[src/rtl/dmaseq_pkg.sv]
// Shared constants for the DMA command sequence decoder.
// Assumes a 28-bit command address: mode in 27:26, bank from bit 24.
package dmaseq_pkg;
    localparam int          ADDR_W     = 28;
    localparam int          DATA_W     = 32;
    localparam int          STEP_W     = 2;
    localparam int          PAGE_W     = 24;
    localparam int          CNT_W      = 8;
    localparam int          BANK_LSB   = 24;
    localparam logic [1:0]  MODE_DMA   = 2'b10;
    localparam logic [6:0]  HEAD_CODE  = 7'h10;       // data 15:9 of a step-1 word
    localparam logic [31:0] CODE_HI    = 32'h0000_2200;
    localparam logic [31:0] CODE_LO    = 32'h0000_2300;
    localparam logic [31:0] CODE_TAIL  = 32'h0000_2400;
endpackage

[src/rtl/dmaseq_decode.sv]
// Combinational step-code check for the current write.
// Assumes step holds the index of the step expected next (0 = first).
module dmaseq_decode
    import dmaseq_pkg::*;
#(
    parameter bit WIDE_FORM = 1'b0
) (
    input  logic [ADDR_W-1:0] wr_addr,
    input  logic [DATA_W-1:0] wr_data,
    input  logic [STEP_W-1:0] step,
    output logic              in_mode,
    output logic              code_ok
);
    // mode field match
    assign in_mode = (wr_addr[27:26] == MODE_DMA);

    generate
        if (WIDE_FORM) begin : g_wide
            // only the first step carries a code; later steps are raw address words
            always_comb begin
                if (step == '0)
                    code_ok = (wr_data[31:25] == 7'd0) && (wr_data[15:9] == HEAD_CODE);
                else
                    code_ok = 1'b1;
            end
        end else begin : g_narrow
            // every step carries its own code in the data word
            always_comb begin
                case (step)
                    2'd0:    code_ok = (wr_data[31:9] == {16'd0, HEAD_CODE});
                    2'd1:    code_ok = (wr_data == CODE_HI);
                    2'd2:    code_ok = (wr_data == CODE_LO);
                    default: code_ok = (wr_data == CODE_TAIL);
                endcase
            end
        end
    endgenerate
endmodule

[src/rtl/dmaseq_ctrl.sv]
// Step sequencer: advances on accepted steps, aborts on bad ones,
// and produces the start and error pulses one cycle after the deciding write.
module dmaseq_ctrl
    import dmaseq_pkg::*;
#(
    parameter int NSTEPS = 4
) (
    input  logic              clk,
    input  logic              rst_n,
    input  logic              dma_en,
    input  logic              wr_valid,
    input  logic              in_mode,
    input  logic              code_ok,
    output logic [STEP_W-1:0] step,
    output logic              adv,
    output logic              last_acc,
    output logic              start,
    output logic              seq_err
);
    localparam logic [STEP_W-1:0] LAST = STEP_W'(NSTEPS - 1);

    logic bad;

    // accept / reject classification of the current write
    always_comb begin
        adv      = dma_en && wr_valid && in_mode && code_ok;
        last_acc = adv && (step == LAST);
        if (step == '0)
            bad = dma_en && wr_valid && in_mode && !code_ok;
        else
            bad = dma_en && wr_valid && !(in_mode && code_ok);
    end

    // step counter and output pulses
    always_ff @(posedge clk) begin
        if (!rst_n) begin
            step    <= '0;
            start   <= 1'b0;
            seq_err <= 1'b0;
        end else begin
            start   <= last_acc;
            seq_err <= bad;
            if (!dma_en || bad || last_acc)
                step <= '0;
            else if (adv)
                step <= step + 1'b1;
        end
    end
endmodule

[src/rtl/dmaseq_capture.sv]
// Stages transfer fields step by step and publishes the descriptor
// on the accepted final step. Assumes adv/last_acc come from dmaseq_ctrl.
module dmaseq_capture
    import dmaseq_pkg::*;
#(
    parameter bit WIDE_FORM = 1'b0,
    parameter int BANK_W    = 2
) (
    input  logic                           clk,
    input  logic                           rst_n,
    input  logic                           adv,
    input  logic                           last_acc,
    input  logic [STEP_W-1:0]              step,
    input  logic [ADDR_W-1:0]              wr_addr,
    input  logic [DATA_W-1:0]              wr_data,
    output logic                           desc_write,
    output logic [CNT_W-1:0]               desc_count,
    output logic [BANK_W-1:0]              desc_bank,
    output logic [PAGE_W-1:0]              desc_page,
    output logic [(WIDE_FORM?64:32)-1:0]   desc_buf,
    output logic [7:0]                     desc_burst,
    output logic                           desc_irq
);
    localparam int BUF_W = WIDE_FORM ? 64 : 32;

    logic              s_write, n_write;
    logic [CNT_W-1:0]  s_count, n_count;
    logic [BANK_W-1:0] s_bank,  n_bank;
    logic [PAGE_W-1:0] s_page,  n_page;
    logic [BUF_W-1:0]  s_buf,   n_buf;
    logic [7:0]        s_burst, n_burst;
    logic              s_irq,   n_irq;

    generate
        if (WIDE_FORM) begin : g_wide
            // step 0: header word; step 1: low address; step 2: high address
            always_comb begin
                {n_write, n_count, n_bank, n_page, n_buf, n_burst, n_irq} =
                    {s_write, s_count, s_bank, s_page, s_buf, s_burst, s_irq};
                case (step)
                    2'd0: begin
                        n_write = wr_data[8];
                        n_count = wr_data[7:0];
                        n_burst = wr_data[23:16];
                        n_irq   = wr_data[24];
                        n_page  = wr_addr[PAGE_W-1:0];
                        n_bank  = wr_addr[BANK_LSB +: BANK_W];
                    end
                    2'd1:    n_buf[31:0]  = wr_data;
                    default: n_buf[63:32] = wr_data;
                endcase
            end
        end else begin : g_narrow
            // step 0: header; 1: upper half; 2: lower half; 3: burst/irq
            always_comb begin
                {n_write, n_count, n_bank, n_page, n_buf, n_burst, n_irq} =
                    {s_write, s_count, s_bank, s_page, s_buf, s_burst, s_irq};
                case (step)
                    2'd0: begin
                        n_write = wr_data[8];
                        n_count = wr_data[7:0];
                        n_page  = wr_addr[PAGE_W-1:0];
                        n_bank  = wr_addr[BANK_LSB +: BANK_W];
                    end
                    2'd1: n_buf[31:16] = wr_addr[23:8];
                    2'd2: n_buf[15:0]  = wr_addr[23:8];
                    default: begin
                        n_burst = wr_addr[15:8];
                        n_irq   = wr_addr[16];
                    end
                endcase
            end
        end
    endgenerate

    // staging and descriptor registers
    always_ff @(posedge clk) begin
        if (!rst_n) begin
            {s_write, s_count, s_bank, s_page, s_buf, s_burst, s_irq} <= '0;
            {desc_write, desc_count, desc_bank, desc_page, desc_buf, desc_burst, desc_irq} <= '0;
        end else begin
            if (adv)
                {s_write, s_count, s_bank, s_page, s_buf, s_burst, s_irq} <=
                    {n_write, n_count, n_bank, n_page, n_buf, n_burst, n_irq};
            if (last_acc)
                {desc_write, desc_count, desc_bank, desc_page, desc_buf, desc_burst, desc_irq} <=
                    {n_write, n_count, n_bank, n_page, n_buf, n_burst, n_irq};
        end
    end
endmodule

[src/rtl/dma_seq_decoder.sv]
// Top: decodes a multi-write DMA programming sequence into one start
// pulse plus descriptor. WIDE_FORM picks the three-step 64-bit encoding;
// otherwise the four-step 32-bit encoding is used. BANK_W must be 1 or 2.
module dma_seq_decoder
    import dmaseq_pkg::*;
#(
    parameter bit WIDE_FORM = 1'b0,
    parameter int BANK_W    = 2
) (
    input  logic                         clk,
    input  logic                         rst_n,
    input  logic                         dma_en,
    input  logic                         wr_valid,
    input  logic [27:0]                  wr_addr,
    input  logic [31:0]                  wr_data,
    output logic                         start,
    output logic                         seq_err,
    output logic                         desc_write,
    output logic [7:0]                   desc_count,
    output logic [BANK_W-1:0]            desc_bank,
    output logic [23:0]                  desc_page,
    output logic [(WIDE_FORM?64:32)-1:0] desc_buf,
    output logic [7:0]                   desc_burst,
    output logic                         desc_irq
);
    localparam int NSTEPS = WIDE_FORM ? 3 : 4;

    logic [STEP_W-1:0] step;
    logic              in_mode, code_ok, adv, last_acc;

    dmaseq_decode #(.WIDE_FORM(WIDE_FORM)) u_decode (
        .wr_addr (wr_addr),
        .wr_data (wr_data),
        .step    (step),
        .in_mode (in_mode),
        .code_ok (code_ok)
    );

    dmaseq_ctrl #(.NSTEPS(NSTEPS)) u_ctrl (
        .clk      (clk),
        .rst_n    (rst_n),
        .dma_en   (dma_en),
        .wr_valid (wr_valid),
        .in_mode  (in_mode),
        .code_ok  (code_ok),
        .step     (step),
        .adv      (adv),
        .last_acc (last_acc),
        .start    (start),
        .seq_err  (seq_err)
    );

    dmaseq_capture #(.WIDE_FORM(WIDE_FORM), .BANK_W(BANK_W)) u_capture (
        .clk        (clk),
        .rst_n      (rst_n),
        .adv        (adv),
        .last_acc   (last_acc),
        .step       (step),
        .wr_addr    (wr_addr),
        .wr_data    (wr_data),
        .desc_write (desc_write),
        .desc_count (desc_count),
        .desc_bank  (desc_bank),
        .desc_page  (desc_page),
        .desc_buf   (desc_buf),
        .desc_burst (desc_burst),
        .desc_irq   (desc_irq)
    );
endmodule

[config.mk]
export PLATFORM = sky130hd
export DESIGN_NAME = dma_seq_decoder
export DESIGN_NICKNAME = d
export VERILOG_FILES = /design/src/rtl/dmaseq_pkg.sv /design/src/rtl/dmaseq_decode.sv /design/src/rtl/dmaseq_ctrl.sv /design/src/rtl/dmaseq_capture.sv /design/src/rtl/dma_seq_decoder.sv
export SDC_FILE = /design/constraint.sdc
export NUM_CORES = 1
export LEC_CHECK = 0
export BUFFER_PORTS_ARGS = -buffer_cell sky130_fd_sc_hd__buf_2
export CAP_MARGIN = 20
export CORE_UTILIZATION = 25
export CTS_CLUSTER_DIAMETER = 100
export DETAILED_ROUTE_END_ITERATION = 8
export PLACE_DENSITY = 0.54
export SYNTH_ARGS = -nofsm -noshare
export SYNTH_HDL_FRONTEND = slang
export SYNTH_HIERARCHICAL = 1
export SYNTH_SLANG_ARGS = --single-unit
[constraint.sdc]
create_clock -name clk -period 4.8 [get_ports clk]
set_clock_uncertainty 0.1 [all_clocks]
set_input_delay 0.24 -clock clk [delete_from_list [all_inputs] [get_ports clk]]
set_output_delay 0.24 -clock clk [all_outputs]
set_load 0.01 [all_outputs]
==> results by group, run 1 <==
Outcome
  – Status: finished, final reports clean

Yosys
  – Main area contributors after synthesis: dfxtp_1 (44%), mux2i_1 (11%), o21ai_0 (7.2%)
  – Average size of a mapped cell: 9.11 um2
  – Async S/R FF share, synth: 0
  – Ys flop type: dfxtp_1
  – Count leader, synth: dfxtp_1
  – Post-synth cell types: 41
  – Sequential-to-total area share from yosys stat: 0.442
  – Post-synth EDFFs: 0
  – Mapped Area: 7070 um2
  – List of most frequent post-synthesis cells: dfxtp_1 (156), nand2_1 (116), o21ai_0 (102), mux2i_1 (77), a31oi_1 (44)
  – Yosys reg bits: 156
  – Syn Inst Count: 776
  – Ys Warns: 6
  – Syn Nets: 844
  – Post-synth top area cell: dfxtp_1
  – Yosys top cell area share: 0.442

Clock network
  – Worst-Skew Late Latency: 420 ps
  – CTS Buffer Depth: 2
  – CTS Buf Count: 17
  – CTS sink count: 156
  – Root Driver: clkbuf_16
  – CTS tree: done
  – Clock Pin Slew Worst Setup and Hold Paths: 60 ps
  – Post-CTS resize count: 0
  – Htree depth: 4

Floorplan
  – Chip Height: 170 um
  – Core area: 27800 um2
  – Die X: 170 um
  – Starting Density: 0.255
  – IO Pins: 142
  – Cell Rows: 61
  – Die area: 29000 um2

Min path
  – Hold Path Depth: 3
  – Hold WC Path Type: input port to flip-flop

Power and ir drop
  – Power Dens Cells: 325 nW/um2
  – Overall power: 2.84 mW
  – VDD IR max: 224 uV
  – LEAKAGE: 3.57 nW

Global route
  – Largest net degree at the start of global routing: 102
  – Met3 Use GR: 0.0535
  – Via count of the first global-routing pass: 5702
  – Met1 Track Usage GR: 0.180
  – GRT Total Usage: 0.142
  – Grt met2 use: 0.225
  – GRT Residual Overflow: 0
  – GR peak layer: met2
  – First-pass GRT wire length: 31.9 mm
  – Initial antenna violation count: 1

Finish
  – Multi-input logic area: 3370 um2
  – # diodes: 0
  – Final Cell Area: 8740 um2
  – Reg area: 3130 um2
  – Final #Nets: 953
  – Util after Layout: 0.315
  – Layout cells sized above 1: 0.225
  – Fill cells: 2967
  – Layout area overhead: 23.6%

Detailed routing
  – Vias post-DR: 5943
  – Final WL: 20.3 mm
  – Initial DRC count: 409
  – DR DRC count: 0
  – DR vias/cell: 4.66
  – Avg WL per Cell: 15.9 um
  – ANT nets after route: 0
  – Total iterations of the first detailed-routing run: 4

Critical path
  – CP Class: flip-flop to flip-flop
  – Critical path data required time: 4970 ps
  – Crit path DAT: 3860 ps
  – Worst setup SP type: flip-flop
  – CP Capture Type: flip-flop
  – Worst r2r path cells: 12
  – Critical path peak fanout: 88

Timing
  – RSZ-0062 raised after global routing: false
  – Worst slew pin tran: 952 ps
  – Final cycle utilization of the critical path: 0.769
  – Final Max Slew Viols: 0
  – Setup TNS: 0 ps
  – Final Hold Viols: 0
  – Fmax: 271 MHz
  – Min cycle time layout: 3690 ps
  – Final WS setup: 1110 ps
  – Relative slew margins: 0.366
  – # setup viols final: 0

Placed design
  – Gpl congestion: 0.715
  – Placed cell areas: 7920 um2
  – Pre-CTS setup slack: 1140 ps
  – HPWL Detailed: 13.1 mm
  – PortBufs: 141

Job
  – Max-cap violations: 0
## metal layers
layer  share of wire  vias up
met5         0.00044        -
met4          0.0099        2
met3           0.077       14
met2            0.45      107
met1            0.47     2825
li1                -     2995
## per-stage QoR
step                      hold WS [ps]  std cells
after floorplan                    254        776
after global placement             340       1224
after detailed placement           344       1224
after CTS                         17.9       1276
after global routing              58.2       1276
final                             30.7       1276
## final cells by class
type,instances,area share
inverter,37,0.0159
multi-input combinational,501,0.386
timing repair buffer,172,0.115
tap,378,0.0541
sequential,156,0.358
clock inverter,11,0.0179
clock buffer,21,0.0538
## sequential cells by signal, summed over array words and instances, names as in the netlist, 2 cells and up
name / cells
u_capture/s_count: 8
u_capture/desc_page: 24
u_capture/s_burst: 8
u_capture/s_bank: 2
u_capture/desc_count: 8
u_capture/s_page: 24
u_ctrl/step: 2
u_capture/desc_burst: 8
u_capture/s_buf: 32
u_capture/desc_bank: 2
u_capture/desc_buf: 32
## cell families (layout without fill, tap and decap cells)
logic type	Yosys count	count (layout)	share of synthesized area
simple gates	218	218	0.183
compound gates	201	201	0.175
flops	156	156	0.442
buf+inv	119	241	0.0828
mux	77	77	0.109
fa+ha+maj	4	4	0.00708
xor+xnor	1	1	0.00124
## placed cells by master, fill, tap and decap left out, drive strengths merged
master and n:
a311oi 32, nand2b 2, clkbuf 21, nand3b 3, a21boi 2, nand4 2, nor3b 2, or4b 1
or3 1, a21oi 2, nor2 3, dfxtp 156, ha 4, a21bo 9, nor4 5, mux2i 77
or4 1, xor2 1, clkinvlp 2, and3 1, clkinv 3, nand2 116, inv 40, nor3 1
o21ai 111, a31oi 44, and2 1, or3b 36, buf 152, bufinv 3, nand3 10, o2111ai 1
dlygate4sd3 20, nor2b 1, nor4bb 32
## worst paths after layout
kind | startpoint | endpoint | slack [ps]
worst max-delay path | u_ctrl/step[0] | u_capture/desc_buf[19] | 1110
worst min-delay path | wr_data[8] | u_capture/s_write | 30
worst max register to register | u_ctrl/step[0] | u_capture/desc_buf[19] | 1110
worst min register to register | u_capture/s_bank[0] | u_capture/s_bank[0] | 350
## timing repair
item,CTS,global route
hold buffers,20,0
hold endpoints to repair,19,0
buffers inserted,0,0
## report_power, final
group	internal, mW	leakage, nW	switching (mW)
combinational	0.0485	2.01	0.0656
clock	0.869	0.302	0.563
sequential	1.29	1.26	0.0000235
## critical path, stage by stage, from the launching register on
cell	delay, ps
dfxtp_4	620
inv_1	120
ha_1	230
xor2_1	150
nor4_1	180
o2111ai_1	160
a21oi_2	220
nand4_2	150
inv_1	190
and2_4	660
buf_4	320
nor4bb_1	300
a311oi_1	90
No activity file was read; power rests on OpenSTA's default activity.
==> inputs of run 2 (changes only) <==
ABC_AREA = 1   (was not set)
PLACE_DENSITY = 0.55   (was 0.54)
clock period = 3.2 ns   (was 4.8 ns; I/O delays follow)
==> run 2 against run 1 <==
Net effect: total power increased by 45%; combinational power increased by 35%; synthesized area grew 6.9%; final cell count is 37% higher; setup slack lost 560 ps; largest cell class unchanged; highest routed layer unchanged; die area increased by 6.8%; non-clock buffer count decreased by 3; count of clock-buffer cells in the layout is 4 lower; sequential power up 50%; clock power rose by 41%; critical path depth grew 7.
==> results by group, run 2 <==
Outcome
  – Status: finished, final reports clean

Detailed routing
  – Initial DRC count: 509 (+24%)
  – Vias post-DR: 7449 (+25%)
  – DR DRC count: 0 (unchanged)
  – Total iterations of the first detailed-routing run: 7 (+3)
  – ANT nets after route: 0 (unchanged)
  – DR vias/cell: 4.27 (-8.3%)
  – Final WL: 22.3 mm (+9.6%)
  – Avg WL per Cell: 12.8 um (-20%)

Finish
  – Commonest non-fill, non-tap cell in the layout: nor2_1
  – # diodes: 0 (unchanged)
  – Final #Nets: 1410 (+48%)
  – Layout area overhead: 23.3%
  – Final Cell Area: 9320 um2 (+6.6%)
  – Layout cells sized above 1: 0.145 (-0.0796)
  – Fill cells: 3246 (+9.4%)
  – Most frequent cells in the layout: nor2_1 (330), nand2_1 (282), nand3_1 (196), inv_1 (167), dfxtp_1 (156)

Critical path
  – Worst r2r src: u_ctrl/step[1]
  – Worst r2r path cells: 19 (+7)
  – CP Capture Type: flip-flop
  – Critical path peak fanout: 27 (-69%)
  – Internal reg-to-reg setup slack: 550 ps (-560 ps)
  – Crit path DAT: 2910 ps (-950 ps)
  – Worst setup SP type: flip-flop
  – Critical path data required time: 3470 ps (-1500 ps)
  – Worst R2R End: u_capture/desc_page[23]
  – CP Class: flip-flop to flip-flop
  – Worst setup path start: u_ctrl/step[1]
  – Capture point of the critical path: u_capture/desc_page[23]

Floorplan
  – Starting Density: 0.254 (about the same)
  – IO Pins: 142 (unchanged)
  – Die area: 30900 um2 (+6.8%)
  – Core area: 29700 um2 (+7.0%)
  – Cell Rows: 63 (+3.3%)
  – Chip Height: 176 um (+3.3%)
  – Die X: 176 um (+3.3%)

Min path
  – Hold WC Path Type: input port to flip-flop
  – Hold Crit Start: wr_data[8]

Yosys
  – Post-synth cell types: 20 (-51%)
  – Average size of a mapped cell: 6.20 um2 (-32%)
  – Yosys reg bits: 156 (unchanged)
  – Post-Synth Adder-Cell Area: 0.00662 (-0.000456)
  – Yosys top cell area share: 0.413 (-0.0284)
  – Ys Warns: 6 (unchanged)
  – Async S/R FF share, synth: 0 (unchanged)
  – Mapped Area: 7560 um2 (+6.9%)
  – Post-synth top area cell: dfxtp_1
  – Post-synth EDFFs: 0 (unchanged)
  – Syn Nets: 1288 (+53%)
  – Count leader, synth: nor2_1
  – Mux share of post-synthesis cell area: 0 (-0.109)
  – Sequential-to-total area share from yosys stat: 0.413 (-0.0284)
  – Ys flop type: dfxtp_1
  – Largest family of logic cells by synthesized area: simple AND/OR/NAND/NOR gates
  – Compound-gate portion of the synthesized area: 0.000662 (-0.174)
  – Synth Area in XOR/XNOR: 0 (-0.00124)
  – Synth Area in Simple Gates: 0.449 (+0.265)
  – Main area contributors after synthesis: dfxtp_1 (41%), nor2_1 (16%), nand2_1 (14%)
  – Syn Inst Count: 1220 (+57%)
  – List of most frequent post-synthesis cells: nor2_1 (330), nand2_1 (282), nand3_1 (196), inv_1 (168), dfxtp_1 (156)

Power and ir drop
  – LEAKAGE: 4.81 nW (+35%)
  – VDD IR max: 247 uV (+10%)
  – Power Dens Cells: 441 nW/um2 (+36%)

Global route
  – Largest net degree at the start of global routing: 155 (+52%)
  – GRT Total Usage: 0.148 (+0.00565)
  – Initial antenna violation count: 1 (unchanged)
  – GRT Residual Overflow: 0 (unchanged)
  – Via count of the first global-routing pass: 6810 (+19%)
  – First-pass GRT wire length: 35.7 mm (+12%)

Clock network
  – Htree depth: 4 (unchanged)
  – CTS tree: done
  – Worst-Skew Late Latency: 420 ps (about the same)
  – Root Driver: clkbuf_16
  – CTS Buf Count: 17 (unchanged)
  – CTS Buffer Depth: 2 (unchanged)
  – CTS sink count: 156 (unchanged)
  – Clock Pin Slew Worst Setup and Hold Paths: 70 ps (about the same)

Timing
  – Setup TNS: 0 ps (unchanged)
  – RSZ-0062 raised after global routing: false
  – Final Max Slew Viols: 0 (unchanged)
  – Worst slew pin tran: 898 ps (-53.3 ps)
  – Relative slew margins: 0.399 (+0.0334)
  – Final Hold Viols: 0 (unchanged)
  – Min cycle time layout: 2650 ps (-1040 ps)
  – Final cycle utilization of the critical path: 0.827 (+0.0585)
  – Fmax: 378 MHz (+39%)
  – # setup viols final: 0 (unchanged)

Placed design
  – Gpl congestion: 0.738 (+3.2%)
  – HPWL Detailed: 14.2 mm (+8.7%)
  – PortBufs: 141 (unchanged)
  – Placed cell areas: 8550 um2 (+8.0%)

Job
  – Max-cap violations: 0 (unchanged)
[run 2: cell count changes after synthesis, sizes merged, moves of 32 or more]
cell / change
o21ai: -110
mux2i: -77
nand3: +187
a31oi: -44
nor4bb: -32
or3b: -36
a311oi: -32
nor2: +331
inv: +134
nand2: +172
[run 2: what timing repair did]
item / CTS / global route
hold buffers: 19 / 0
resized for setup: 0 / 0
endpoints found under the hold margin: 37 / 0
setup buffers: 0 / 0
[run 2: through the flow]
stage	power [mW]	utilization	hold WS, ps	instances	setup WS [ps]
2_1_floorplan	2.04	-	194	1220	794
3_3_place_gp	2.12	0.288	365	1694	611
3_5_place_dp	2.12	0.288	364	1694	545
4_1_cts	4.19	0.314	16.5	1745	526
5_1_grt	4.27	0.314	50.4	1745	167
6_report	4.11	0.314	23.3	1745	552
[run 2: power breakdown]
part	switching [mW]	internal (mW)
Combinational	0.0954	0.0588
Sequential	0.0000567	1.94
Clock	0.912	1.10
Total	1.01	3.10
[run 2: how the worst min path moves through the flow]
stage               cells past startpoint  slack (ps)                    to
CTS                                     5          20     u_capture/s_write
finish                                  5          20     u_capture/s_write
global route                            5          50  u_capture/s_page[18]
detailed placement                      3         360        u_ctrl/seq_err
floorplan                               2         190          u_ctrl/start
global placement                        3         360        u_ctrl/seq_err
[run 2: cell families (layout without fill, tap and decap cells)]
family | count (synthesis) | after routing
and+or+nand+nor | 822 | 822
AOI/OAI and AO/OA | 1 | 1
DFF | 156 | 156
adders and majority gates | 4 | 4
buffers and inverters | 237 | 372
[run 2: area by class of cell]
class                      instances  area [um2]  area share
multi-input combinational        827        3450       0.370
sequential                       156        3120       0.335
timing repair buffer             169        1040       0.111
inverter                         171         647      0.0694
tap                              390         488      0.0523
clock buffer                      17         425      0.0456
clock inverter                    15         153      0.0164
[run 2: critical path, stage by stage (launching register included)]
cell	delay [ps]
dfxtp_1	350
inv_1	50
ha_1	300
inv_1	50
nand2_1	50
nand2_1	50
nor2_1	100
nand2_1	60
nor2_1	80
nor2_1	40
nor2_1	100
nand2_2	100
nor2_4	130
nand2_2	100
inv_4	260
buf_4	360
nor2_1	80
nor2_1	90
nand2_1	60
inv_1	40
[run 2: routing by layer]
layer | global-route usage | routed length (um) | vias to the layer above
met3 | 0.0416 | 1120 | 33
met4 | 0.0562 | 605 | 2
li1 | - | - | 3920
met5 | 0 | 17 | -
met1 | 0.184 | 10400 | 3342
met2 | 0.242 | 10200 | 152
==> inputs of run 3 (changes only) <==
clock period = 2.35 ns   (was 3.2 ns; I/O delays follow)
==> run 3 against run 2 <==
Net effect: the run now ends with setup timing left; total power increased by 40%; sequential share of layout area decreased by 4.5 points; worst hold slack got worse by 4.4 ps; combinational power increased by 44%; non-clock buffer count increased by 50; first-iteration DRC count increased by 6.5%; global-route usage increased by 0.60 points; core utilization increased by 4.8 points; highest routed layer is now met4.
==> results by group, run 3 (synthesized netlist as in run 2, its figures left out) <==
Placed design
  – Placed cell areas: 8710 um2 (+1.8%)
  – Inst Count DP: 1708 (+0.83%)
  – PortBufs: 141 (unchanged)
  – Pre-CTS setup slack: -98.1 ps (-644 ps)
  – HPWL Detailed: 14.7 mm (+3.1%)
  – Gpl congestion: 0.749 (+1.5%)

Timing
  – # setup viols final: 2 (+2)
  – Min cycle time layout: 2370 ps (-273 ps)
  – Fmax: 421 MHz (+11%)
  – Setup TNS: -25.3 ps (-25.3 ps)
  – Final cycle utilization of the critical path: 1.01 (+0.183)
  – Relative slew margins: 0.697 (+0.298)
  – Final Hold Viols: 0 (unchanged)
  – Final Max Slew Viols: 0 (unchanged)
  – Worst slew pin tran: 455 ps (-443 ps)
  – RSZ-0062 raised after global routing: true
  – Final WS setup: -24.8 ps (-577 ps)

Critical path
  – Slowest CP cell: dfxtp_2
  – Critical path peak fanout: 11 (-59%)
  – Most frequent CP cell: nor2_1
  – Top Family by Delay on Critical Path: simple AND/OR/NAND/NOR gates
  – Crit path DAT: 2650 ps (-260 ps)
  – Worst setup SP type: flip-flop
  – CP Class: flip-flop to flip-flop
  – CP Capture Type: flip-flop
  – Worst path max stage delay: 330 ps (-30 ps)
  – Critical path data required time: 2620 ps (-850 ps)
  – Worst path buffer plus inverter count: 5 (unchanged)
  – Cell-by-cell listing of the critical path: inv_2 > ha_4 > nor2_1 > nand2_1 > nor2_2 > nand2_1 > nor2_1 > nor2_1 > nor2_1 > nand2_2 > nor2_4 > buf_4 > buf_12 > clkbuf_16 > nor2_1 > nor2_1 > nand2_1 > inv_1

Floorplan
  – Die X: 176 um (unchanged)
  – Die area: 30900 um2 (unchanged)
  – Starting Density: 0.254 (unchanged)
  – IO Pins: 142 (unchanged)
  – Chip Height: 176 um (unchanged)
  – Cell Rows: 63 (unchanged)
  – Core area: 29700 um2 (unchanged)

Detailed routing
  – Avg WL per Cell: 14.4 um (+13%)
  – DR vias/cell: 4.34 (+1.8%)
  – Total iterations of the first detailed-routing run: 5 (-2)
  – Vias post-DR: 7798 (+4.7%)
  – Final WL: 25.9 mm (+16%)
  – Initial DRC count: 542 (+6.5%)
  – DR DRC count: 0 (unchanged)
  – ANT nets after route: 0 (unchanged)

Clock network
  – Worst-Skew Late Latency: 430 ps (about the same)
  – CTS Buffer Depth: 2 (unchanged)
  – CTS Buf Count: 17 (unchanged)
  – Root Driver: clkbuf_16
  – Htree depth: 4 (unchanged)
  – CTS tree: done
  – CTS sink count: 156 (unchanged)
  – Clock Pin Slew Worst Setup and Hold Paths: 60 ps (about the same)

Power and ir drop
  – Overall power: 5.74 mW (+40%)
  – LEAKAGE: 5.32 nW (+11%)
  – Power Dens Cells: 533 nW/um2 (+21%)
  – VDD IR max: 466 uV (+89%)

Global route
  – Via count of the first global-routing pass: 6946 (+2.0%)
  – GRT Residual Overflow: 0 (unchanged)
  – First-pass GRT wire length: 36.9 mm (+3.3%)
  – GRT Total Usage: 0.154 (+0.00600)
  – Largest net degree at the start of global routing: 62 (-60%)
  – Initial antenna violation count: 1 (unchanged)

Job
  – Max-cap violations: 0 (unchanged)

Finish
  – Final #Nets: 1460 (+3.5%)
  – Commonest non-fill, non-tap cell in the layout: nor2_1
  – Layout cells sized above 1: 0.234 (+0.0889)
  – Post-route insts no fill: 1795 (+2.9%)
  – Layout area overhead: 42.3%
  – Final Cell Area: 10800 um2 (+15%)
  – Most frequent cells in the layout: nor2_1 (294), nand2_1 (278), inv_1 (163), nand3_1 (157), dfxtp_1 (154)

Outcome
  – Status: finished, violations left
  – Failing checks: setup timing

Min path
  – Hold WC Path Type: input port to flip-flop
[run 3: cell count changes in the layout (fill, tap and decap cells not counted), sizes merged]
cell and change:
diode +1, clkinvlp +1, buf +32, clkinv +2, bufinv +2, inv -8
clkbuf +17, dlygate4sd3 +3
[run 3: worst paths after layout]
kind                           start                 endpoint  slack, ps  depth (start not counted)
max                   u_ctrl/step[0]     u_capture/s_burst[1]        -20                         18
min reg2reg  u_capture/desc_count[0]  u_capture/desc_count[0]        440                          4
max reg2reg           u_ctrl/step[0]     u_capture/s_burst[1]        -20                         18
min                       wr_addr[9]   u_capture/desc_page[9]         20                          5
[run 3: report_power, final]
group	switching [mW]	internal, mW	total (mW)
clock	1.16	1.71	2.87
combinational	0.137	0.0848	0.222
sequential	0.0000603	2.64	2.64
[run 3: layout make-up]
cell class / instances / area [um2]
diodes: 1 / 2.50
multi-input cells: 827 / 3900
inverters: 171 / 652
fillers: 3139 / 19000
clock buffers: 19 / 453
clock inverters: 12 / 146
flip-flops and latches: 156 / 3130
well taps: 390 / 488
repair buffers: 219 / 1990
[run 3: worst register-to-register path: stages, from the launching register on]
cell and delay (ps):
dfxtp_2 330, inv_2 50, ha_4 170, nor2_1 80, nand2_1 110, nor2_2 120
nand2_1 60, nor2_1 100, nor2_1 40, nor2_1 100, nand2_2 90, nor2_4 160
buf_4 190, buf_12 170, clkbuf_16 180, nor2_1 50, nor2_1 110, nand2_1 70
inv_1 40
[run 3: per-stage QoR]
step	hold slack [ps]	utilization
floorplan	152	-
global placement	306	0.293
detailed placement	312	0.293
CTS	4.57	0.329
global route	34.4	0.362
finish	18.9	0.362
[run 3: repair_timing]
action,CTS,global route
endpoints found under the hold margin,43,0
hold buffers,22,0
setup buffers,5,2
resized for setup,17,121
cloned,5,21
pin swaps,3,55
endpoints found under the setup margin,131,151
[run 3: per-layer routing]
metal  wire length (um)  vias to the layer above  GRT usage
li1                   -                     4029          -
met2              12500                      188      0.255
met1              11400                     3553      0.193
met3               1510                       28     0.0422
met4                452                        0     0.0478
met5                  0                        -          0
